`src/rtl/vtg_pkg.sv`:
```
package vtg_pkg;

  localparam int unsigned VTG_CW = 16;

  localparam int unsigned VTG_A_MODE      = 'h000;
  localparam int unsigned VTG_A_LEN       = 'h008;
  localparam int unsigned VTG_A_HALF      = 'h00C;
  localparam int unsigned VTG_A_RESTART   = 'h010;
  localparam int unsigned VTG_A_WIN_TS    = 'h040;
  localparam int unsigned VTG_A_WIN_TE    = 'h044;
  localparam int unsigned VTG_A_WIN_BS    = 'h048;
  localparam int unsigned VTG_A_WIN_BE    = 'h04C;
  localparam int unsigned VTG_A_STAT      = 'h078;
  localparam int unsigned VTG_A_STAT_CLR  = 'h07C;
  localparam int unsigned VTG_A_MASK_CLR  = 'h088;
  localparam int unsigned VTG_A_MASK_SET  = 'h08C;
  localparam int unsigned VTG_A_LANE0     = 'h0C0;
  localparam int unsigned VTG_LANE_STRIDE = 'h020;
  localparam int unsigned VTG_O_HS        = 'h000;
  localparam int unsigned VTG_O_VL_TOP    = 'h004;
  localparam int unsigned VTG_O_VL_BOT    = 'h008;
  localparam int unsigned VTG_O_VO_TOP    = 'h00C;
  localparam int unsigned VTG_O_VO_BOT    = 'h010;

  typedef logic [VTG_CW-1:0] coord_t;

  // hi sits in bits 31:16, lo in bits 15:0
  typedef struct packed {
    coord_t hi;
    coord_t lo;
  } pair_t;

  typedef struct packed {
    pair_t hs;
    pair_t vl_top;
    pair_t vl_bot;
    pair_t vo_top;
    pair_t vo_bot;
  } lane_cfg_t;

  typedef struct packed {
    pair_t top_start;
    pair_t top_stop;
    pair_t bot_start;
    pair_t bot_stop;
  } win_cfg_t;

  function automatic logic in_span(input coord_t pos, input coord_t first, input coord_t last);
    if (first <= last) return (pos >= first) && (pos <= last);
    else               return (pos >= first) || (pos <= last);
  endfunction

  function automatic logic in_range(input coord_t pos, input coord_t first, input coord_t last);
    return (pos >= first) && (pos <= last);
  endfunction

  function automatic coord_t lines_of(input coord_t half_lines);
    return half_lines >> 1;
  endfunction

endpackage

```
`src/rtl/vtg_regs.sv`:
```
module vtg_regs
  import vtg_pkg::*;
#(
  parameter int unsigned NUM_SYNC = 4,
  parameter int unsigned AW       = 12,
  parameter int unsigned DEF_LINE = 16,
  parameter int unsigned DEF_HALF = 16
) (
  input  logic            clk,
  input  logic            rst_n,
  input  logic            bus_wr,
  input  logic [AW-1:0]   bus_addr,
  input  logic [31:0]     bus_wdata,
  output logic [31:0]     bus_rdata,
  input  logic            frame_wrap_i,
  input  logic [1:0]      status_i,
  input  logic [1:0]      mask_i,
  output coord_t          len_o,
  output coord_t          half_o,
  output win_cfg_t        win_o,
  output lane_cfg_t       lane_o [NUM_SYNC],
  output logic            restart_o,
  output logic [1:0]      stat_clr_o,
  output logic [1:0]      mask_set_o,
  output logic [1:0]      mask_clr_o
);

  localparam coord_t LEN_RST  = coord_t'(DEF_LINE);
  localparam coord_t HALF_RST = coord_t'(DEF_HALF);

  logic [31:0] mode_q;
  coord_t      len_q, half_q;
  win_cfg_t    win_q;
  lane_cfg_t   lane_q [NUM_SYNC];

  function automatic logic hit(input logic [AW-1:0] a, input int unsigned off);
    return a == AW'(off);
  endfunction

  function automatic int unsigned lane_addr(input int unsigned lane, input int unsigned off);
    return VTG_A_LANE0 + lane * VTG_LANE_STRIDE + off;
  endfunction

  assign restart_o  = bus_wr && hit(bus_addr, VTG_A_RESTART) && bus_wdata[0];
  assign stat_clr_o = (bus_wr && hit(bus_addr, VTG_A_STAT_CLR)) ? bus_wdata[1:0] : 2'b00;
  assign mask_set_o = (bus_wr && hit(bus_addr, VTG_A_MASK_SET)) ? bus_wdata[1:0] : 2'b00;
  assign mask_clr_o = (bus_wr && hit(bus_addr, VTG_A_MASK_CLR)) ? bus_wdata[1:0] : 2'b00;

  // programmed copies
  always_ff @(posedge clk or negedge rst_n) begin
    if (!rst_n) begin
      mode_q <= '0;
      len_q  <= LEN_RST;
      half_q <= HALF_RST;
      win_q  <= '0;
      for (int i = 0; i < NUM_SYNC; i++) lane_q[i] <= '0;
    end else if (bus_wr) begin
      if (hit(bus_addr, VTG_A_MODE))   mode_q          <= bus_wdata;
      if (hit(bus_addr, VTG_A_LEN))    len_q           <= bus_wdata[VTG_CW-1:0];
      if (hit(bus_addr, VTG_A_HALF))   half_q          <= bus_wdata[VTG_CW-1:0];
      if (hit(bus_addr, VTG_A_WIN_TS)) win_q.top_start <= bus_wdata;
      if (hit(bus_addr, VTG_A_WIN_TE)) win_q.top_stop  <= bus_wdata;
      if (hit(bus_addr, VTG_A_WIN_BS)) win_q.bot_start <= bus_wdata;
      if (hit(bus_addr, VTG_A_WIN_BE)) win_q.bot_stop  <= bus_wdata;
      for (int i = 0; i < NUM_SYNC; i++) begin
        if (hit(bus_addr, lane_addr(i, VTG_O_HS)))     lane_q[i].hs     <= bus_wdata;
        if (hit(bus_addr, lane_addr(i, VTG_O_VL_TOP))) lane_q[i].vl_top <= bus_wdata;
        if (hit(bus_addr, lane_addr(i, VTG_O_VL_BOT))) lane_q[i].vl_bot <= bus_wdata;
        if (hit(bus_addr, lane_addr(i, VTG_O_VO_TOP))) lane_q[i].vo_top <= bus_wdata;
        if (hit(bus_addr, lane_addr(i, VTG_O_VO_BOT))) lane_q[i].vo_bot <= bus_wdata;
      end
    end
  end

  // shadow copies used by the raster, loaded at a boundary or restart
  always_ff @(posedge clk or negedge rst_n) begin
    if (!rst_n) begin
      len_o  <= LEN_RST;
      half_o <= HALF_RST;
      win_o  <= '0;
      for (int i = 0; i < NUM_SYNC; i++) lane_o[i] <= '0;
    end else if (frame_wrap_i || restart_o) begin
      len_o  <= len_q;
      half_o <= half_q;
      win_o  <= win_q;
      for (int i = 0; i < NUM_SYNC; i++) lane_o[i] <= lane_q[i];
    end
  end

  always_comb begin
    bus_rdata = '0;
    if (hit(bus_addr, VTG_A_MODE))          bus_rdata = mode_q;
    else if (hit(bus_addr, VTG_A_LEN))      bus_rdata = {16'h0, len_q};
    else if (hit(bus_addr, VTG_A_HALF))     bus_rdata = {16'h0, half_q};
    else if (hit(bus_addr, VTG_A_WIN_TS))   bus_rdata = win_q.top_start;
    else if (hit(bus_addr, VTG_A_WIN_TE))   bus_rdata = win_q.top_stop;
    else if (hit(bus_addr, VTG_A_WIN_BS))   bus_rdata = win_q.bot_start;
    else if (hit(bus_addr, VTG_A_WIN_BE))   bus_rdata = win_q.bot_stop;
    else if (hit(bus_addr, VTG_A_STAT))     bus_rdata = {30'h0, status_i};
    else if (hit(bus_addr, VTG_A_MASK_SET)) bus_rdata = {30'h0, mask_i};
    else if (hit(bus_addr, VTG_A_MASK_CLR)) bus_rdata = {30'h0, mask_i};
    for (int i = 0; i < NUM_SYNC; i++) begin
      if (hit(bus_addr, lane_addr(i, VTG_O_HS)))     bus_rdata = lane_q[i].hs;
      if (hit(bus_addr, lane_addr(i, VTG_O_VL_TOP))) bus_rdata = lane_q[i].vl_top;
      if (hit(bus_addr, lane_addr(i, VTG_O_VL_BOT))) bus_rdata = lane_q[i].vl_bot;
      if (hit(bus_addr, lane_addr(i, VTG_O_VO_TOP))) bus_rdata = lane_q[i].vo_top;
      if (hit(bus_addr, lane_addr(i, VTG_O_VO_BOT))) bus_rdata = lane_q[i].vo_bot;
    end
  end

endmodule

```
`src/rtl/vtg_raster.sv`:
```
module vtg_raster
  import vtg_pkg::*;
(
  input  logic   clk,
  input  logic   rst_n,
  input  logic   restart_i,
  input  coord_t len_i,
  input  coord_t half_i,
  output coord_t px_o,
  output coord_t ln_o,
  output logic   bottom_o,
  output logic   wrap_o,
  output logic   origin_o
);

  logic px_last, ln_last;

  assign px_last  = ({1'b0, px_o} + (VTG_CW+1)'(1)) >= {1'b0, len_i};
  assign ln_last  = ln_o >= lines_of(half_i);
  assign wrap_o   = px_last && ln_last;
  assign origin_o = (px_o == '0) && (ln_o == coord_t'(1));

  always_ff @(posedge clk or negedge rst_n) begin
    if (!rst_n) begin
      px_o     <= '0;
      ln_o     <= coord_t'(1);
      bottom_o <= 1'b0;
    end else if (restart_i) begin
      px_o     <= '0;
      ln_o     <= coord_t'(1);
      bottom_o <= 1'b0;
    end else if (px_last) begin
      px_o <= '0;
      if (ln_last) begin
        ln_o     <= coord_t'(1);
        bottom_o <= half_i[0] ? ~bottom_o : 1'b0;
      end else begin
        ln_o <= ln_o + coord_t'(1);
      end
    end else begin
      px_o <= px_o + coord_t'(1);
    end
  end

endmodule

```
`src/rtl/vtg_lane.sv`:
```
module vtg_lane
  import vtg_pkg::*;
(
  input  logic      clk,
  input  logic      rst_n,
  input  logic      restart_i,
  input  coord_t    px_i,
  input  coord_t    ln_i,
  input  logic      bottom_i,
  input  lane_cfg_t cfg_i,
  output logic      hs_o,
  output logic      vs_o
);

  pair_t vl, vo;
  logic  rise_hit, fall_hit;

  assign vl       = bottom_i ? cfg_i.vl_bot : cfg_i.vl_top;
  assign vo       = bottom_i ? cfg_i.vo_bot : cfg_i.vo_top;
  assign rise_hit = (ln_i == vl.lo) && (px_i == vo.lo);
  assign fall_hit = (ln_i == vl.hi) && (px_i == vo.hi);

  always_ff @(posedge clk or negedge rst_n) begin
    if (!rst_n) begin
      hs_o <= 1'b0;
      vs_o <= 1'b0;
    end else if (restart_i) begin
      hs_o <= 1'b0;
      vs_o <= 1'b0;
    end else begin
      hs_o <= in_span(px_i, cfg_i.hs.lo, cfg_i.hs.hi);
      if (rise_hit)      vs_o <= 1'b1;
      else if (fall_hit) vs_o <= 1'b0;
    end
  end

endmodule

```
`src/rtl/vtg_irq.sv`:
```
module vtg_irq (
  input  logic       clk,
  input  logic       rst_n,
  input  logic [1:0] event_i,
  input  logic [1:0] clr_i,
  input  logic [1:0] set_mask_i,
  input  logic [1:0] clr_mask_i,
  output logic [1:0] status_o,
  output logic [1:0] mask_o,
  output logic       irq_o
);

  always_ff @(posedge clk or negedge rst_n) begin
    if (!rst_n) begin
      status_o <= 2'b00;
      mask_o   <= 2'b00;
    end else begin
      status_o <= (status_o & ~clr_i) | event_i;
      mask_o   <= (mask_o & ~clr_mask_i) | set_mask_i;
    end
  end

  assign irq_o = |(status_o & mask_o);

endmodule

```
`src/rtl/vtg_timing_gen.sv`:
```
module vtg_timing_gen
  import vtg_pkg::*;
#(
  parameter int unsigned NUM_SYNC = 4,
  parameter int unsigned AW       = 12,
  parameter int unsigned DEF_LINE = 16,
  parameter int unsigned DEF_HALF = 16
) (
  input  logic                clk,
  input  logic                rst_n,
  input  logic                bus_wr,
  input  logic [AW-1:0]       bus_addr,
  input  logic [31:0]         bus_wdata,
  output logic [31:0]         bus_rdata,
  output logic [NUM_SYNC-1:0] hsync_o,
  output logic [NUM_SYNC-1:0] vsync_o,
  output logic                de_o,
  output logic                irq_o
);

  coord_t    len_a, half_a, px_w, ln_w;
  win_cfg_t  win_a;
  lane_cfg_t lane_a [NUM_SYNC];
  logic      restart_w, wrap_w, origin_w, bottom_w;
  logic      ev_top_w, ev_bot_w;
  logic [1:0] status_w, mask_w, stat_clr_w, mask_set_w, mask_clr_w;
  pair_t     win_start, win_stop;

  vtg_regs #(
    .NUM_SYNC(NUM_SYNC), .AW(AW), .DEF_LINE(DEF_LINE), .DEF_HALF(DEF_HALF)
  ) u_regs (
    .clk(clk), .rst_n(rst_n),
    .bus_wr(bus_wr), .bus_addr(bus_addr), .bus_wdata(bus_wdata), .bus_rdata(bus_rdata),
    .frame_wrap_i(wrap_w), .status_i(status_w), .mask_i(mask_w),
    .len_o(len_a), .half_o(half_a), .win_o(win_a), .lane_o(lane_a),
    .restart_o(restart_w), .stat_clr_o(stat_clr_w),
    .mask_set_o(mask_set_w), .mask_clr_o(mask_clr_w)
  );

  vtg_raster u_raster (
    .clk(clk), .rst_n(rst_n), .restart_i(restart_w),
    .len_i(len_a), .half_i(half_a),
    .px_o(px_w), .ln_o(ln_w), .bottom_o(bottom_w),
    .wrap_o(wrap_w), .origin_o(origin_w)
  );

  generate
    for (genvar g = 0; g < NUM_SYNC; g++) begin : g_lane
      vtg_lane u_lane (
        .clk(clk), .rst_n(rst_n), .restart_i(restart_w),
        .px_i(px_w), .ln_i(ln_w), .bottom_i(bottom_w), .cfg_i(lane_a[g]),
        .hs_o(hsync_o[g]), .vs_o(vsync_o[g])
      );
    end
  endgenerate

  assign ev_top_w  = origin_w && !bottom_w;
  assign ev_bot_w  = origin_w && bottom_w;

  vtg_irq u_irq (
    .clk(clk), .rst_n(rst_n),
    .event_i({ev_top_w, ev_bot_w}), .clr_i(stat_clr_w),
    .set_mask_i(mask_set_w), .clr_mask_i(mask_clr_w),
    .status_o(status_w), .mask_o(mask_w), .irq_o(irq_o)
  );

  assign win_start = bottom_w ? win_a.bot_start : win_a.top_start;
  assign win_stop  = bottom_w ? win_a.bot_stop  : win_a.top_stop;

  always_ff @(posedge clk or negedge rst_n) begin
    if (!rst_n)         de_o <= 1'b0;
    else if (restart_w) de_o <= 1'b0;
    else                de_o <= in_range(ln_w, win_start.hi, win_stop.hi) &&
                                in_range(px_w, win_start.lo, win_stop.lo);
  end

endmodule

```
`config.mk`:
```
export PLATFORM = sky130hd
export DESIGN_NAME = vtg_timing_gen
export DESIGN_NICKNAME = d
export VERILOG_FILES = /design/src/rtl/vtg_pkg.sv /design/src/rtl/vtg_regs.sv /design/src/rtl/vtg_raster.sv /design/src/rtl/vtg_lane.sv /design/src/rtl/vtg_irq.sv /design/src/rtl/vtg_timing_gen.sv
export SDC_FILE = /design/constraint.sdc
export NUM_CORES = 2
export LEC_CHECK = 0
export ABC_CLOCK_PERIOD_IN_PS = 5200
export CORE_MARGIN = 2
export CORE_UTILIZATION = 45
export DETAILED_ROUTE_END_ITERATION = 6
export SLEW_MARGIN = 20
export SYNTH_ARGS = -nofsm -noshare
export SYNTH_HDL_FRONTEND = slang
export SYNTH_SLANG_ARGS = --single-unit
```
`constraint.sdc`:
```
create_clock -name clk -period 5.2 [get_ports clk]
set_input_delay 0.78 -clock clk [delete_from_list [all_inputs] [get_ports clk]]
set_output_delay 0.78 -clock clk [all_outputs]
set_load 0.01 [all_outputs]
```
After elaboration in Yosys (flattened, before gate mapping)
Index checks and enable logic that the tools add are counted.
{ "totals": {"ff_bits": 1678, "out_inout_bits": 42, "in_bits": 47, "elab_cells": 332} }
{ "op_classes": {"n_reduce_logical": 67, "magnitude_cmp": 18, "addsub": 3, "muxes": 73, "n_eq_ne": 48, "n_bitwise": 8} }
{ "ops": {"columns": ["cell", "n"], "rows": [
  ["two-way mux 32 bit", 39],
  ["equality test 16 bit", 16],
  ["less-or-equal comparator 16 bit", 10],
  ["equality test 12 x 8 -> 1 bit (second input constant)", 12],
  ["equality test 12 x 9 -> 1 bit (second input constant)", 10],
  [">= comparator 16 bit", 6],
  ["two-way mux 16 bit", 5],
  ["equality test 12 x 7 -> 1 bit (second input constant)", 6],
  ["AND reduction 2 bit", 28],
  ["adder 16 x 1 -> 16 bit (second input constant)", 2],
  ["two-way mux 1 bit", 25],
  ["equality test 12 x 4 -> 1 bit (second input constant)", 2],
  ["logical AND 1 bit", 24],
  ["adder 16 x 1 -> 17 bit (second input constant)", 1],
  [">= comparator 17 x 16 -> 1 bit", 1],
  ["equality test 16 x 1 -> 1 bit (second input constant)", 1],
  [">= comparator 16 x 15 -> 1 bit", 1],
  ["zero test 16 bit", 1],
  ["equality test 12 x 5 -> 1 bit (second input constant)", 1],
  ["zero test 12 bit", 1],
  ["nonzero test 3 bit", 4],
  ["two-way mux 2 bit", 4],
  ["bitwise AND 2 bit", 3],
  ["logical OR 1 bit", 5],
  ["other kinds (6)", 9]
]} }

Longest topological paths before layout
{ "depth": {"depth_word": 31, "ltp_mapped": 19, "ltp_nobuf": 15} }

Modules after synthesis
Synthesis repeated with hierarchy kept, for this count alone.
{ "unflattened": {"cells_unflattened": 6558, "hier_area_um2": 83084.7} }
{ "by_module_without_submodules": {"columns": ["module", "instances", "area_per_inst_um2", "seq_area_each_um2", "cells_each"], "rows": [
  ["vtg_regs", 1, 67787.5, 40844.2, 4745],
  ["vtg_lane", 4, 2595.0, 50.0, 311],
  ["vtg_raster", 1, 2676.3, 827.0, 318],
  ["vtg_timing_gen", 1, 2085.8, 25.0, 238],
  ["vtg_irq", 1, 155.1, 100.1, 13]
]} }

Worst setup path before layout
No wires, ideal clock.
{ "synth_path": {"path_kind": "register to register", "startpoint": "register u_raster.px_o[0]", "endpoint": "register u_regs.lane_o[10] (netlist name)", "required_time_ns": 5.075, "stages_incl_launch_ff": 17, "synth_period_minus_slack_ns": 4.089, "path_slack_ns": 1.111, "arrival_ns": 3.964, "n_path_buf": 3, "setup_ns": 0.125, "cell_sequence": "dfrtp_1 -> clkbuf_1 -> clkinv_1 -> nor2_1 -> nand3_1 -> nor2_1 -> nand3_1 -> xnor2_1 -> ha_1 -> o21a_1 -> o21ai_0 -> o21ai_2 -> a31oi_4 -> o2bb2ai_4 -> buf_12 -> buf_8 -> mux2_4"} }
{ "synth_between": {"elab_chain_cells": 4} }
{ "synth_lines": {"columns": ["item", "line", "rtl"], "rows": [
  ["from (decl)", "vtg_raster.sv:9", "output coord_t px_o,"],
  ["from (signal assigned)", "vtg_raster.sv:41", "px_o <= px_o + coord_t'(1);"],
  ["adder 16 x 1 -> 17 bit", "vtg_raster.sv:18", "assign px_last = ({1'b0, px_o} + (VTG_CW+1)'(1)) >= {1'b0, len_i};"],
  [">= comparator 17 x 16 -> 1 bit", "vtg_raster.sv:18", null],
  ["logical AND 1 bit", "vtg_raster.sv:20", "assign wrap_o = px_last && ln_last;"],
  ["logical OR 1 bit", "vtg_regs.sv:82", "end else if (frame_wrap_i || restart_o) begin"]
]} }
Every way passes these cells.
A chain may end at the register's enable or synchronous reset.

Final worst setup path
{ "layout_path": {"startpoint": "input bus_addr[9]", "endpoint": "output bus_rdata[9]"} }
{ "layout_between": {"elab_chain_cells": 29, "elab_cells_between_ends": 56, "cone_classes": "eq/ne: 27; mux: 28; reduce/logical: 1"} }
{ "layout_lines": {"columns": ["item", "line", "rtl"], "rows": [
  ["from (decl)", "vtg_timing_gen.sv:12", "input logic [AW-1:0] bus_addr,"],
  ["equality test 12 x 7 -> 1 bit", "vtg_regs.sv:37", "return a == AW'(off);"],
  ["two-way mux 32 bit", "vtg_regs.sv:99", "else if (hit(bus_addr, VTG_A_STAT)) bus_rdata = {30'h0, status_i};"],
  ["two-way mux 32 bit", "vtg_regs.sv:98", "else if (hit(bus_addr, VTG_A_WIN_BE)) bus_rdata = win_q.bot_stop;"],
  ["two-way mux 32 bit", "vtg_regs.sv:97", "else if (hit(bus_addr, VTG_A_WIN_BS)) bus_rdata = win_q.bot_start;"],
  ["two-way mux 32 bit", "vtg_regs.sv:96", "else if (hit(bus_addr, VTG_A_WIN_TE)) bus_rdata = win_q.top_stop;"],
  ["two-way mux 32 bit", "vtg_regs.sv:95", "else if (hit(bus_addr, VTG_A_WIN_TS)) bus_rdata = win_q.top_start;"],
  ["two-way mux 32 bit", "vtg_regs.sv:94", "else if (hit(bus_addr, VTG_A_HALF)) bus_rdata = {16'h0, half_q};"],
  ["two-way mux 32 bit", "vtg_regs.sv:93", "else if (hit(bus_addr, VTG_A_LEN)) bus_rdata = {16'h0, len_q};"],
  ["[... 13 more ...]", null, null],
  ["two-way mux 32 bit", "vtg_regs.sv:105", "if (hit(bus_addr, lane_addr(i, VTG_O_VL_BOT))) bus_rdata = lane_q[i].vl_bot;"],
  ["two-way mux 32 bit", "vtg_regs.sv:106", "if (hit(bus_addr, lane_addr(i, VTG_O_VO_TOP))) bus_rdata = lane_q[i].vo_top;"],
  ["two-way mux 32 bit", "vtg_regs.sv:107", "if (hit(bus_addr, lane_addr(i, VTG_O_VO_BOT))) bus_rdata = lane_q[i].vo_bot;"],
  ["two-way mux 32 bit", "vtg_regs.sv:103", "if (hit(bus_addr, lane_addr(i, VTG_O_HS))) bus_rdata = lane_q[i].hs;"],
  ["two-way mux 32 bit", "vtg_regs.sv:104", "if (hit(bus_addr, lane_addr(i, VTG_O_VL_TOP))) bus_rdata = lane_q[i].vl_top;"],
  ["two-way mux 32 bit", "vtg_regs.sv:105", null],
  ["two-way mux 32 bit", "vtg_regs.sv:106", null],
  ["two-way mux 32 bit *", "vtg_regs.sv:107", null],
  ["to (decl)", "vtg_timing_gen.sv:14", "output logic [31:0] bus_rdata,"]
]} }
Mark *: on every way between the ends. The rest lies on a longest branch, timed or not.

==> flow_summary.toml <==
[synth]
netlist_area_sq_um = 87400
yosys.area.top_type = "dfrtp_1"
ys_ff_latch = 1678
yosysWarningCount = 0
avgSynthCellArea_sq_um = 13.1
yosysSeqAreaShare_pct = 48.0
synth_cell_types = 94
synth_edf_count = 0
synth_top_flop_cell = "dfrtp_1"
post-synth-top-area-fraction_pct = 47.9
synth-async-reset-ratio_pct = 100
synth_fp_nets = 6990
syn_inst = 6652
synth_area_leaders = "dfrtp_1 (48%), mux2_4 (14%), mux2_2 (9.0%)"

[global_route]
grt_pass1_wl_microns = 454000
antenna_found_initial = 10
grt_max_degree = 144
overflow = 0
grt_pass1_vias = 60603
grt.total_usage_pct = 31.8

[place]
dpl.cell_count = 9397
hpwl_microns = 219000
place.gp.congestion = 0.995
place_area_sq_um = 93900
io_buffer_count = 88

[critical_path]
rr_endpoint = "u_regs.lane_o[546]"
worstRegToRegCells = 15
crit_type = "input pin to output pin"
setup.worst_path.start_class = "input pin"
path_delay_family = "buffers and inverters"
crit_path_end_kind = "output pin"
critical_path_buf_inv_count = 6
path_cells = "clkdlybuf4s50_1, or4_2, buf_8, buf_6, nor2_4, buf_6, o2111ai_1, a41oi_2, buf_4, o221a_2, o211ai_1, nand2_1, clkdlybuf4s50_1"
required_ns = 4.42
reg2reg_slack_ns = 0.56
critPathMaxFanout = 12
cp_slowest_stage_delay_ns = 0.70
crit_slowest_cell = "or4_2"
r2r_start = "u_raster.px_o[0]"
path_depth = 13
worstPathArrival_ns = 4.39

[drt]
via_per_inst = 6.17
ant_nets = 0
wire_per_inst_microns = 32.4
drt-initial-drc-count = 7014
drcViolationCount = 0
drtPass1Iterations = 7
routed-via-count = 60185
totalWireLength_microns = 316000

[power]
combPwrFrac_pct = 28.3
p_sw_share_pct = 33.1
powerDensity_nw_per_um2 = 376
p_total_mw = 37.9
p_switching_mw = 12.5
vdd_drop_max_uv = 776
internal_power_mw = 25.4
leakage_nw = 48.5
power_frac_seq_pct = 35.2
p_clk_share_pct = 36.5

[floorplan]
dieWidth_microns = 445
start_util_pct = 45.4
core-area_sq_um = 193000
ioPinCount = 89
die_area_sq_um = 198000
die_h_microns = 445
rows = 161

[min_path]
hold_end = "u_regs.half_o[9]"
whs_path_depth = 2
hold_class = "register to register"
min_from = "u_regs.half_o[9]"

[finish]
fin_area_sq_um = 101000
nFillCells = 16233
seq_area_sq_um = 42000
final_cells = 9748
final_common_cell = "dfrtp_1"
drive_gt1_share_pct = 35.6
num-nets-final = 7403
final_cell_mix = "dfrtp_1 (1659), mux2_4 (794), mux2_2 (696)"
multi_input_area_sq_um = 42300
area_delta_synth_final_pct = 15.4

[clocking]
clkTransAtPathRegs_ns = 0.06
clockBufferDepth = 3
ctsRootBufferMaster = "clkbuf_16"
cts_tree = "built"
numCtsBuffers = 183
clk-insertion-delay-late_ns = 0.87
clkSinkCount = 1678
clock_tree.htree_level_count = 4

[sta]
period_share_pct = 99.5
fin_crit_ns = 5.17
timing.fmax_ghz = 0.193
setup_viol = 0
setup_tns_ns = 0
worst_slew_pin_slew_ns = 1.19
finalClockSkew_ns = 0.0346
max_slew_margin_pct = 20.6
finalHoldViolCount = 0
finalMaxSlewViolations = 0
fin_hold_ws_ns = 0.493

[run]
maxCapViolCount = 0

[run_status]
status = "finished clean"
-- power by group through the flow --
stage	Sequential [mW]	Combinational, mW	Clock [mW]
floorplan	13.5	10.7	0
global placement	13.6	10.5	0
detailed placement	13.6	10.6	0
CTS	13.3	10.6	14.0
global route	13.3	11.1	14.6
finish	13.3	10.7	13.9
-- state kept, by name (all words and copies together) (netlist names), 4 cells and up --
name and flops:
u_regs.len_o 16, u_regs.win_q 128, u_regs.lane_o 640, u_regs.half_o 16
g_lane.u_lane.vs_o 4, u_raster.ln_o 16, u_regs.win_o 128, u_regs.mode_q 32
u_raster.px_o 16, u_regs.half_q 16, g_lane.u_lane.hs_o 4, u_regs.len_q 16
u_regs.lane_q 640
-- how the worst max path moves through the flow --
stage | start | to | slack [ns]
6_report | bus_addr[9] | bus_rdata[9] | 0.03
5_1_grt | bus_addr[9] | bus_rdata[17] | -0.01
4_1_cts | bus_addr[9] | bus_rdata[13] | -0.18
3_5_place_dp | bus_addr[9] | bus_rdata[13] | -0.98
3_3_place_gp | bus_addr[9] | bus_rdata[13] | -1.02
2_1_floorplan | u_raster.px_o[0] | u_regs.lane_o[10] | 1.11
-- repair_timing --
action                                 in CTS  in global routing
setup endpoints to repair                  32                 18
pin swaps                                  23                 10
endpoints found under the hold margin      33                  0
resized for setup                         103                 33
buffers inserted                            5                  3
hold buffers                                1                  0
-- per-layer routing --
metal,up-vias,track usage (%),wire length [microns]
met5,-,0,14
met4,2,14.8,16900
met3,675,6.42,25900
met2,2670,46.7,136000
met1,31645,45.1,137000
li1,25193,-,-
-- worst register-to-register path, delay by kind of cell (launching register included) --
kind / cells / cell delay [ns]
compound gates: 5 / 1.23
buf+inv: 3 / 1.07
simple gates: 4 / 0.82
flops: 1 / 0.41
mux: 1 / 0.38
fa+ha+maj: 1 / 0.31
xor+xnor: 1 / 0.30
-- area by class of cell --
| class | count | share of cell area (%) |
|---|---|---|
| clock inverters | 80 | 1.12 |
| clock buffers | 258 | 5.22 |
| inverters | 179 | 0.666 |
| diodes | 4 | 0.00992 |
| well taps | 2526 | 3.13 |
| multi-input cells | 4324 | 41.9 |
| flip-flops and latches | 1678 | 41.6 |
| repair buffers | 699 | 6.33 |
-- Yosys cell counts (169+ instances only) --
library cell  instances
nor2_1              191
mux2_2              696
clkbuf_1            211
a21oi_1             196
xnor2_1             177
inv_1               169
mux2i_1             352
o21ai_0             174
dfrtp_1            1673
ha_1                291
mux2_4              794
nand2_1             191
-- cell families after synthesis --
| kind of cell | share of synthesized area [%] |
|---|---|
| adders and majority gates | 4.18 |
| and+or+nand+nor | 4.73 |
| muxes | 28.9 |
| DFF | 48.0 |
| AOI/OAI and AO/OA | 7.10 |
| xor gates and xnor gates | 2.71 |
| buffers and inverters | 4.37 |
-- stage by stage --
step	setup WS, ns	util (%)
final	0.0286	52.3
after global routing	-0.0140	52.3
after CTS	-0.181	52.2
after detailed placement	-0.978	48.7
after global placement	-1.02	48.7
after floorplan	1.11	-
Note: power is estimated with default switching activity, not from simulation.
